--- config.mk ---
export PLATFORM = sky130hd
export DESIGN_NAME = txdma_tx_engine
export DESIGN_NICKNAME = d
export VERILOG_FILES = /design/src/rtl/txdma_pkg.sv /design/src/rtl/txdma_walker.sv /design/src/rtl/txdma_csr.sv /design/src/rtl/txdma_tx_engine.sv
export SDC_FILE = /design/constraint.sdc
export NUM_CORES = 1
export LEC_CHECK = 0
export ABC_AREA = 1
export BUFFER_PORTS_ARGS = -buffer_cell sky130_fd_sc_hd__buf_4
export CORE_MARGIN = 2
export CORE_UTILIZATION = 46
export DETAILED_ROUTE_END_ITERATION = 7
export PLACE_DENSITY = 0.67
export SYNTH_ARGS = -nofsm -noshare
export SYNTH_HDL_FRONTEND = slang
export SYNTH_SLANG_ARGS = --single-unit
export TNS_END_PERCENT = 1
--- constraint.sdc ---
create_clock -name clk -period 3.3 [get_ports clk]
set_input_delay 0.66 -clock clk [delete_from_list [all_inputs] [get_ports clk]]
set_output_delay 0.66 -clock clk [all_outputs]
set_load 0.02 [all_outputs]
--- src/rtl/txdma_pkg.sv ---
package txdma_pkg;

    // descriptor control word fields
    localparam int unsigned OWN_BIT  = 31;
    localparam int unsigned CONT_BIT = 24;

    // status / pending bit positions
    localparam int unsigned SB_SENT  = 0;
    localparam int unsigned SB_UNDR  = 1;
    localparam int unsigned SB_BERR  = 3;
    localparam int unsigned CNT_LSB  = 16;

    // register word indices
    localparam logic [2:0] RA_CTRL = 3'd0;
    localparam logic [2:0] RA_DESC = 3'd1;
    localparam logic [2:0] RA_STAT = 3'd2;
    localparam logic [2:0] RA_MASK = 3'd3;
    localparam logic [2:0] RA_PEND = 3'd4;

    localparam logic [3:0] IRQ_BITS = 4'b1011;

    typedef enum logic [2:0] {
        W_IDLE,
        W_RD_CTL,
        W_RD_BUF,
        W_RD_LINK,
        W_RD_WORD,
        W_SEND,
        W_WR_BACK
    } walk_state_e;

endpackage

--- src/rtl/txdma_walker.sv ---
module txdma_walker
    import txdma_pkg::*;
#(
    parameter int unsigned AW = 32,
    parameter int unsigned LW = 12
) (
    input  logic          clk,
    input  logic          rst_n,
    input  logic          run,
    input  logic          base_load,
    input  logic [AW-1:0] base_val,
    output logic [AW-1:0] cur_ptr,
    output logic          idle,
    output logic          mem_req,
    output logic          mem_we,
    output logic [AW-1:0] mem_addr,
    output logic [31:0]   mem_wdata,
    input  logic [31:0]   mem_rdata,
    input  logic          mem_ack,
    input  logic          mem_err,
    output logic [7:0]    tx_data,
    output logic          tx_valid,
    output logic          tx_last,
    input  logic          tx_ready,
    output logic          pkt_done,
    output logic          underrun_evt,
    output logic          buserr_evt
);

    localparam logic [AW-1:0] OFS_CTL  = AW'(4);
    localparam logic [AW-1:0] OFS_LINK = AW'(8);
    localparam logic [LW-1:0] ONE_LEFT = LW'(1);

    walk_state_e   st_q, st_d;
    logic [AW-1:0] cur_q, buf_q, link_q;
    logic [31:0]   ctl_q, word_q;
    logic [LW-1:0] left_q;
    logic          ack_ok;

    assign ack_ok = mem_ack && !mem_err;

    // state register
    always_ff @(posedge clk) begin
        if (!rst_n) st_q <= W_IDLE;
        else        st_q <= st_d;
    end

    // next-state logic
    always_comb begin
        st_d = st_q;
        unique case (st_q)
            W_IDLE:    if (run) st_d = W_RD_CTL;
            W_RD_CTL:  if (mem_ack)
                           st_d = (mem_err || mem_rdata[OWN_BIT]) ? W_IDLE : W_RD_BUF;
            W_RD_BUF:  if (mem_ack) st_d = mem_err ? W_IDLE : W_RD_LINK;
            W_RD_LINK: if (mem_ack)
                           st_d = mem_err ? W_IDLE :
                                  (left_q == '0) ? W_WR_BACK : W_RD_WORD;
            W_RD_WORD: if (mem_ack) st_d = mem_err ? W_IDLE : W_SEND;
            W_SEND:    if (tx_ready)
                           st_d = (left_q == ONE_LEFT) ? W_WR_BACK :
                                  (buf_q[1:0] == 2'b11) ? W_RD_WORD : W_SEND;
            W_WR_BACK: if (mem_ack)
                           st_d = (mem_err || !run) ? W_IDLE : W_RD_CTL;
            default:   st_d = W_IDLE;
        endcase
    end

    // datapath registers
    always_ff @(posedge clk) begin
        if (!rst_n) begin
            cur_q  <= '0;
            buf_q  <= '0;
            link_q <= '0;
            ctl_q  <= '0;
            word_q <= '0;
            left_q <= '0;
        end else begin
            if (st_q == W_IDLE && base_load) cur_q <= base_val;
            if (st_q == W_RD_CTL && ack_ok && !mem_rdata[OWN_BIT]) begin
                ctl_q  <= mem_rdata;
                left_q <= mem_rdata[LW-1:0];
            end
            if (st_q == W_RD_BUF  && ack_ok) buf_q  <= mem_rdata[AW-1:0];
            if (st_q == W_RD_LINK && ack_ok) link_q <= mem_rdata[AW-1:0];
            if (st_q == W_RD_WORD && ack_ok) word_q <= mem_rdata;
            if (st_q == W_SEND && tx_ready) begin
                buf_q  <= buf_q + AW'(1);
                left_q <= left_q - ONE_LEFT;
            end
            if (st_q == W_WR_BACK && ack_ok) cur_q <= link_q;
        end
    end

    // outputs
    always_comb begin
        mem_req  = 1'b0;
        mem_we   = 1'b0;
        mem_addr = '0;
        unique case (st_q)
            W_RD_CTL:  begin mem_req = 1'b1; mem_addr = cur_q + OFS_CTL;  end
            W_RD_BUF:  begin mem_req = 1'b1; mem_addr = cur_q;            end
            W_RD_LINK: begin mem_req = 1'b1; mem_addr = cur_q + OFS_LINK; end
            W_RD_WORD: begin mem_req = 1'b1; mem_addr = {buf_q[AW-1:2], 2'b00}; end
            W_WR_BACK: begin mem_req = 1'b1; mem_we = 1'b1; mem_addr = cur_q + OFS_CTL; end
            default:   ;
        endcase
    end

    assign mem_wdata    = ctl_q | (32'd1 << OWN_BIT);
    assign tx_valid     = (st_q == W_SEND);
    assign tx_data      = word_q[{buf_q[1:0], 3'b000} +: 8];
    assign tx_last      = tx_valid && (left_q == ONE_LEFT) && !ctl_q[CONT_BIT];
    assign underrun_evt = (st_q == W_RD_CTL) && ack_ok && mem_rdata[OWN_BIT];
    assign buserr_evt   = mem_req && mem_ack && mem_err;
    assign pkt_done     = (st_q == W_WR_BACK) && ack_ok && !ctl_q[CONT_BIT];
    assign idle         = (st_q == W_IDLE);
    assign cur_ptr      = cur_q;

endmodule

--- src/rtl/txdma_csr.sv ---
module txdma_csr
    import txdma_pkg::*;
#(
    parameter int unsigned AW    = 32,
    parameter int unsigned CNT_W = 8
) (
    input  logic             clk,
    input  logic             rst_n,
    input  logic             reg_wr,
    input  logic [2:0]       reg_addr,
    input  logic [31:0]      reg_wdata,
    output logic [31:0]      reg_rdata,
    input  logic [AW-1:0]    cur_ptr,
    input  logic             walker_idle,
    input  logic             pkt_done,
    input  logic             underrun_evt,
    input  logic             buserr_evt,
    output logic             run,
    output logic             base_load,
    output logic [AW-1:0]    base_val,
    output logic             undr_flag,
    output logic [CNT_W-1:0] pkt_cnt,
    output logic             irq
);

    localparam logic [CNT_W-1:0] CNT_MAX = '1;

    logic             en_q, undr_q, berr_q;
    logic [CNT_W-1:0] cnt_q;
    logic [3:0]       mask_q;
    logic             wr_ctrl, wr_desc, wr_stat, wr_mask;
    logic             inc, dec;
    logic [3:0]       flags, pend;

    assign wr_ctrl = reg_wr && (reg_addr == RA_CTRL);
    assign wr_desc = reg_wr && (reg_addr == RA_DESC);
    assign wr_stat = reg_wr && (reg_addr == RA_STAT);
    assign wr_mask = reg_wr && (reg_addr == RA_MASK);

    assign inc = pkt_done;
    assign dec = wr_stat && reg_wdata[SB_SENT] && (cnt_q != '0);

    always_ff @(posedge clk) begin
        if (!rst_n) begin
            en_q   <= 1'b0;
            undr_q <= 1'b0;
            berr_q <= 1'b0;
            cnt_q  <= '0;
            mask_q <= '0;
        end else begin
            if (underrun_evt || buserr_evt)
                en_q <= 1'b0;
            else if (wr_ctrl)
                en_q <= reg_wdata[0] && !undr_q && !berr_q;

            if (underrun_evt)
                undr_q <= 1'b1;
            else if (wr_stat && reg_wdata[SB_UNDR])
                undr_q <= 1'b0;

            if (buserr_evt)
                berr_q <= 1'b1;
            else if (wr_stat && reg_wdata[SB_BERR])
                berr_q <= 1'b0;

            if (inc && !dec && cnt_q != CNT_MAX)
                cnt_q <= cnt_q + CNT_W'(1);
            else if (dec && !inc)
                cnt_q <= cnt_q - CNT_W'(1);

            if (wr_mask) mask_q <= reg_wdata[3:0] & IRQ_BITS;
        end
    end

    assign flags = {berr_q, 1'b0, undr_q, (cnt_q != '0)};
    assign pend  = flags & mask_q;

    always_comb begin
        reg_rdata = '0;
        case (reg_addr)
            RA_CTRL: reg_rdata[0] = en_q;
            RA_DESC: reg_rdata = 32'(cur_ptr);
            RA_STAT: begin
                reg_rdata[3:0] = flags;
                reg_rdata[CNT_LSB +: CNT_W] = cnt_q;
            end
            RA_MASK: reg_rdata[3:0] = mask_q;
            RA_PEND: reg_rdata[3:0] = pend;
            default: ;
        endcase
    end

    assign run       = en_q;
    assign base_load = wr_desc && !en_q && walker_idle;
    assign base_val  = reg_wdata[AW-1:0];
    assign undr_flag = undr_q;
    assign pkt_cnt   = cnt_q;
    assign irq       = |pend;

endmodule

--- src/rtl/txdma_tx_engine.sv ---
module txdma_tx_engine
    import txdma_pkg::*;
#(
    parameter int unsigned AW    = 32,
    parameter int unsigned LW    = 12,
    parameter int unsigned CNT_W = 8
) (
    input  logic          clk,
    input  logic          rst_n,
    input  logic          reg_wr,
    input  logic [2:0]    reg_addr,
    input  logic [31:0]   reg_wdata,
    output logic [31:0]   reg_rdata,
    output logic          mem_req,
    output logic          mem_we,
    output logic [AW-1:0] mem_addr,
    output logic [31:0]   mem_wdata,
    input  logic [31:0]   mem_rdata,
    input  logic          mem_ack,
    input  logic          mem_err,
    output logic [7:0]    tx_data,
    output logic          tx_valid,
    output logic          tx_last,
    input  logic          tx_ready,
    output logic          irq
);

    logic             run_w, base_load_w, idle_w;
    logic [AW-1:0]    base_w, cur_w;
    logic             done_w, undr_evt_w, berr_evt_w;
    logic             undr_w;
    logic [CNT_W-1:0] cnt_w;

    txdma_csr #(.AW(AW), .CNT_W(CNT_W)) u_csr (
        .clk          (clk),
        .rst_n        (rst_n),
        .reg_wr       (reg_wr),
        .reg_addr     (reg_addr),
        .reg_wdata    (reg_wdata),
        .reg_rdata    (reg_rdata),
        .cur_ptr      (cur_w),
        .walker_idle  (idle_w),
        .pkt_done     (done_w),
        .underrun_evt (undr_evt_w),
        .buserr_evt   (berr_evt_w),
        .run          (run_w),
        .base_load    (base_load_w),
        .base_val     (base_w),
        .undr_flag    (undr_w),
        .pkt_cnt      (cnt_w),
        .irq          (irq)
    );

    txdma_walker #(.AW(AW), .LW(LW)) u_walk (
        .clk          (clk),
        .rst_n        (rst_n),
        .run          (run_w),
        .base_load    (base_load_w),
        .base_val     (base_w),
        .cur_ptr      (cur_w),
        .idle         (idle_w),
        .mem_req      (mem_req),
        .mem_we       (mem_we),
        .mem_addr     (mem_addr),
        .mem_wdata    (mem_wdata),
        .mem_rdata    (mem_rdata),
        .mem_ack      (mem_ack),
        .mem_err      (mem_err),
        .tx_data      (tx_data),
        .tx_valid     (tx_valid),
        .tx_last      (tx_last),
        .tx_ready     (tx_ready),
        .pkt_done     (done_w),
        .underrun_evt (undr_evt_w),
        .buserr_evt   (berr_evt_w)
    );

endmodule

==> flow_metrics.tcl <==
set metrics [dict create \
    fin_skew_ps 15.4 \
    fmax_mhz 319 \
    die_h_um 159 \
    async_reset_ff_frac 0 \
    place_hpwl_um 30600 \
    hp-class "flop to flop" \
    place_ws_ps 316 \
    maxCapViolCount 0 \
    drt_pass1_iterations 6 \
    period_share 0.951 \
    cpPeakStageDelay_ps 460 \
    critPathMaxFanout 8 \
    slew-limit-headroom 0.311 \
    yosys_register_bits 188 \
    post_synth.cell_area_avg_um2 6.29 \
    postLayoutCellArea_mm2 0.0133 \
    vias_per_cell 5.60 \
    synth_seq_area_share 0.341 \
    ctsHoldBuffers 0 \
    hold_violations 0 \
    routabilityCongestion 0.961 \
    cts.sinks 188 \
    worstPathRequired_ps 2640 \
    tightest_slew_ps 1030 \
    setup_tns_ps 0 \
    vias 12500 \
    grt_max_degree 65 \
    area_growth_pct 20.6 \
    yosysWarnings 0 \
    drv_slew 0 \
    syn_nets 1840 \
    worstSetupPathType "flop to output port" \
    overflow 0 \
    io_pins 182 \
    synth_edf_count 0 \
    grt.total_usage 0.312 \
    synth.distinct_cells 48 \
    status "completed" \
    fp.dieW_um 159 \
    min_period_ps 3140 \
    drt-initial-drc-count 1400 \
    grt_pass1_vias 11300 \
    clk_pin_slew_ps 90 \
    cp-start-kind "flop" \
    grt_setup_unrepaired "no" \
    diodes 0 \
    fin_hold_ws_ps 452 \
    htree_levels 4 \
    place_area_mm2 0.0126 \
    start_util 0.469 \
    fin_util 0.565 \
    port_buffers 180 \
    p_per_area_mw_per_mm2 382 \
    antenna_found_initial 0 \
    placeableCoreArea_mm2 0.0235 \
    cts_root_buffer "clkbuf_16" \
    syn_area_mm2 0.0110 \
    drive_above_1_share 0.142 \
    grt_pass1_wl_um 62700 \
    numPlacedInstances 2191 \
    cpMostUsedCell "nand3_1" \
    power_mw 5.08 \
    worstSkewPairLatency_ps 450 \
    layout_setup_ws_ps 162 \
    final_nets 1978 \
    crit_chain "ha_1, nand3_1, nor2_1, nand2_1, nor2_4, buf_4, nand3_1, nand3_1, nand4_1, buf_4" \
    ir_worst_vdd_uv 312 \
    antenna_left 0 \
    design.die.area_mm2 0.0252 \
    synthCells 1754 \
    fin_cells 2224 \
    synthFlopType "dfxtp_1" \
    cts_tree "yes" \
    cp.arrival_ps 2480 \
    rows 56 \
    cts_buffers 17 \
    power.leakage_nw 5.36 \
    wl_per_cell_um 18.2 \
    wl_um 40400 \
    cts.path.max_buffers 2 \
    drc 0 \
    slowest_stage "dfxtp_2" \
    end_kind "output port" \
    setup-violations-final 0 \
]
-- final timing paths --
check / cells past startpoint / slack (ps) / end / start
max: 10 / 160 / mem_addr[22] / u_walk.cur_ptr[2]
min: 2 / 450 / u_walk.ctl_q[11] / u_walk.ctl_q[11]
max reg2reg: 15 / 820 / u_csr.pkt_cnt[7] / u_walk.st_q[0]
min reg2reg: 2 / 450 / u_walk.ctl_q[11] / u_walk.ctl_q[11]
-- registers in the layout (all words and copies together), names as in the netlist --
signal / cells
u_csr.run: 1
u_walk.left_q: 12
u_csr.berr_q: 1
u_walk.ctl_q: 31
u_walk.st_q: 3
u_walk.cur_ptr: 32
u_walk.link_q: 32
u_csr.pkt_cnt: 8
u_csr.mask_q: 3
u_csr.undr_flag: 1
u_walk.word_q: 32
u_walk.buf_q: 32
-- cell usage in the layout, fill, tap and decap left out, types with 2 or more instances in the layout --
cell type,instances
o22ai_1,28
nor3_2,3
a22oi_1,3
inv_2,7
ha_1,12
clkinv_8,6
o211ai_1,13
inv_1,160
clkbuf_16,17
buf_4,200
nand3_1,110
nand2_2,8
inv_8,3
nor3_1,16
nor2_2,4
o21bai_1,2
and2_1,3
o21a_1,3
o2111ai_1,6
inv_12,3
a31oi_1,13
nand4_1,18
o21ai_0,240
nand3b_1,16
xnor2_1,4
buf_12,4
nor2_4,3
clkinv_4,2
nand2_1,403
or2_2,2
o21ai_1,12
xor2_1,7
o221ai_1,3
dfxtp_2,2
a21oi_1,171
nor3b_1,2
dfxtp_1,186
nor2_1,195
-- cell type report --
type	count	area, um^2
multi-input combinational	1313	6300
clock inverter	15	206
sequential	188	3770
clock buffer	17	425
timing repair buffer	204	1580
tap	319	399
fill	2449	10200
inverter	168	631
-- cell families after synthesis --
logic type | after synthesis | share of synthesized area
buf+inv | 253 | 0.0920
xor+xnor | 11 | 0.00873
other cells | 1 | 0.000340
fa+ha+maj | 13 | 0.0154
simple gates | 787 | 0.300
compound gates | 501 | 0.243
flops | 188 | 0.341
-- worst max-delay path: cells and delay by family, from the launching register on --
| kind | cells | cell delay (ps) |
|---|---|---|
| buffers and inverters | 2 | 370 |
| DFF | 1 | 460 |
| and+or+nand+nor | 7 | 990 |
| adders and majority gates | 1 | 220 |
-- cell usage after synthesis (2+ instances only) --
library cell / n / area [um^2]
o21bai_1: 2 / 15.0
or2_2: 2 / 12.5
o21ai_1: 12 / 60.1
clkbuf_2: 4 / 20.0
clkbuf_1: 46 / 173
o22ai_1: 28 / 175
nand3_1: 110 / 551
o2111ai_1: 6 / 52.6
o221ai_1: 3 / 26.3
a31oi_1: 13 / 81.3
o21ai_0: 240 / 1200
nor2_2: 2 / 12.5
inv_1: 160 / 601
buf_1: 2 / 7.51
nand2_2: 7 / 43.8
nand3b_1: 16 / 120
ha_1: 12 / 150
a22oi_1: 3 / 22.5
nand2_1: 404 / 1520
buf_2: 27 / 135
nor3b_1: 2 / 15.0
a21oi_1: 172 / 861
xor2_1: 7 / 61.3
xnor2_1: 4 / 35.0
nand4_1: 18 / 113
o211ai_1: 13 / 97.6
inv_2: 7 / 26.3
and2_1: 3 / 18.8
dfxtp_1: 188 / 3760
buf_4: 5 / 37.5
nor2_1: 199 / 747
o21a_1: 3 / 22.5
nor3_1: 19 / 95.1
-- what timing repair did --
item                                    4_1_cts  5_1_grt
setup buffers                                 0        1
pin swaps                                     0        1
cloned                                        0        0
resized for setup                             4        6
endpoints found under the setup margin        8       17
-- report_power, final --
part | internal, mW | total [mW] | leakage [nW] | switching [mW]
logic | 0.184 | 0.552 | 3.54 | 0.368
registers | 2.30 | 2.34 | 1.52 | 0.0347
clock network | 1.05 | 2.19 | 0.304 | 1.13
total | 3.54 | 5.08 | 5.36 | 1.54
-- per-layer routing --
metal / share of wire / vias to the layer above / track usage
li1: - / 6140 / -
met1: 0.46 / 5730 / 0.449
met2: 0.44 / 513 / 0.480
met3: 0.076 / 69 / 0.0551
met4: 0.025 / 0 / 0.0880
met5: 0 / - / 0
Power figures use the tool's default switching activity.
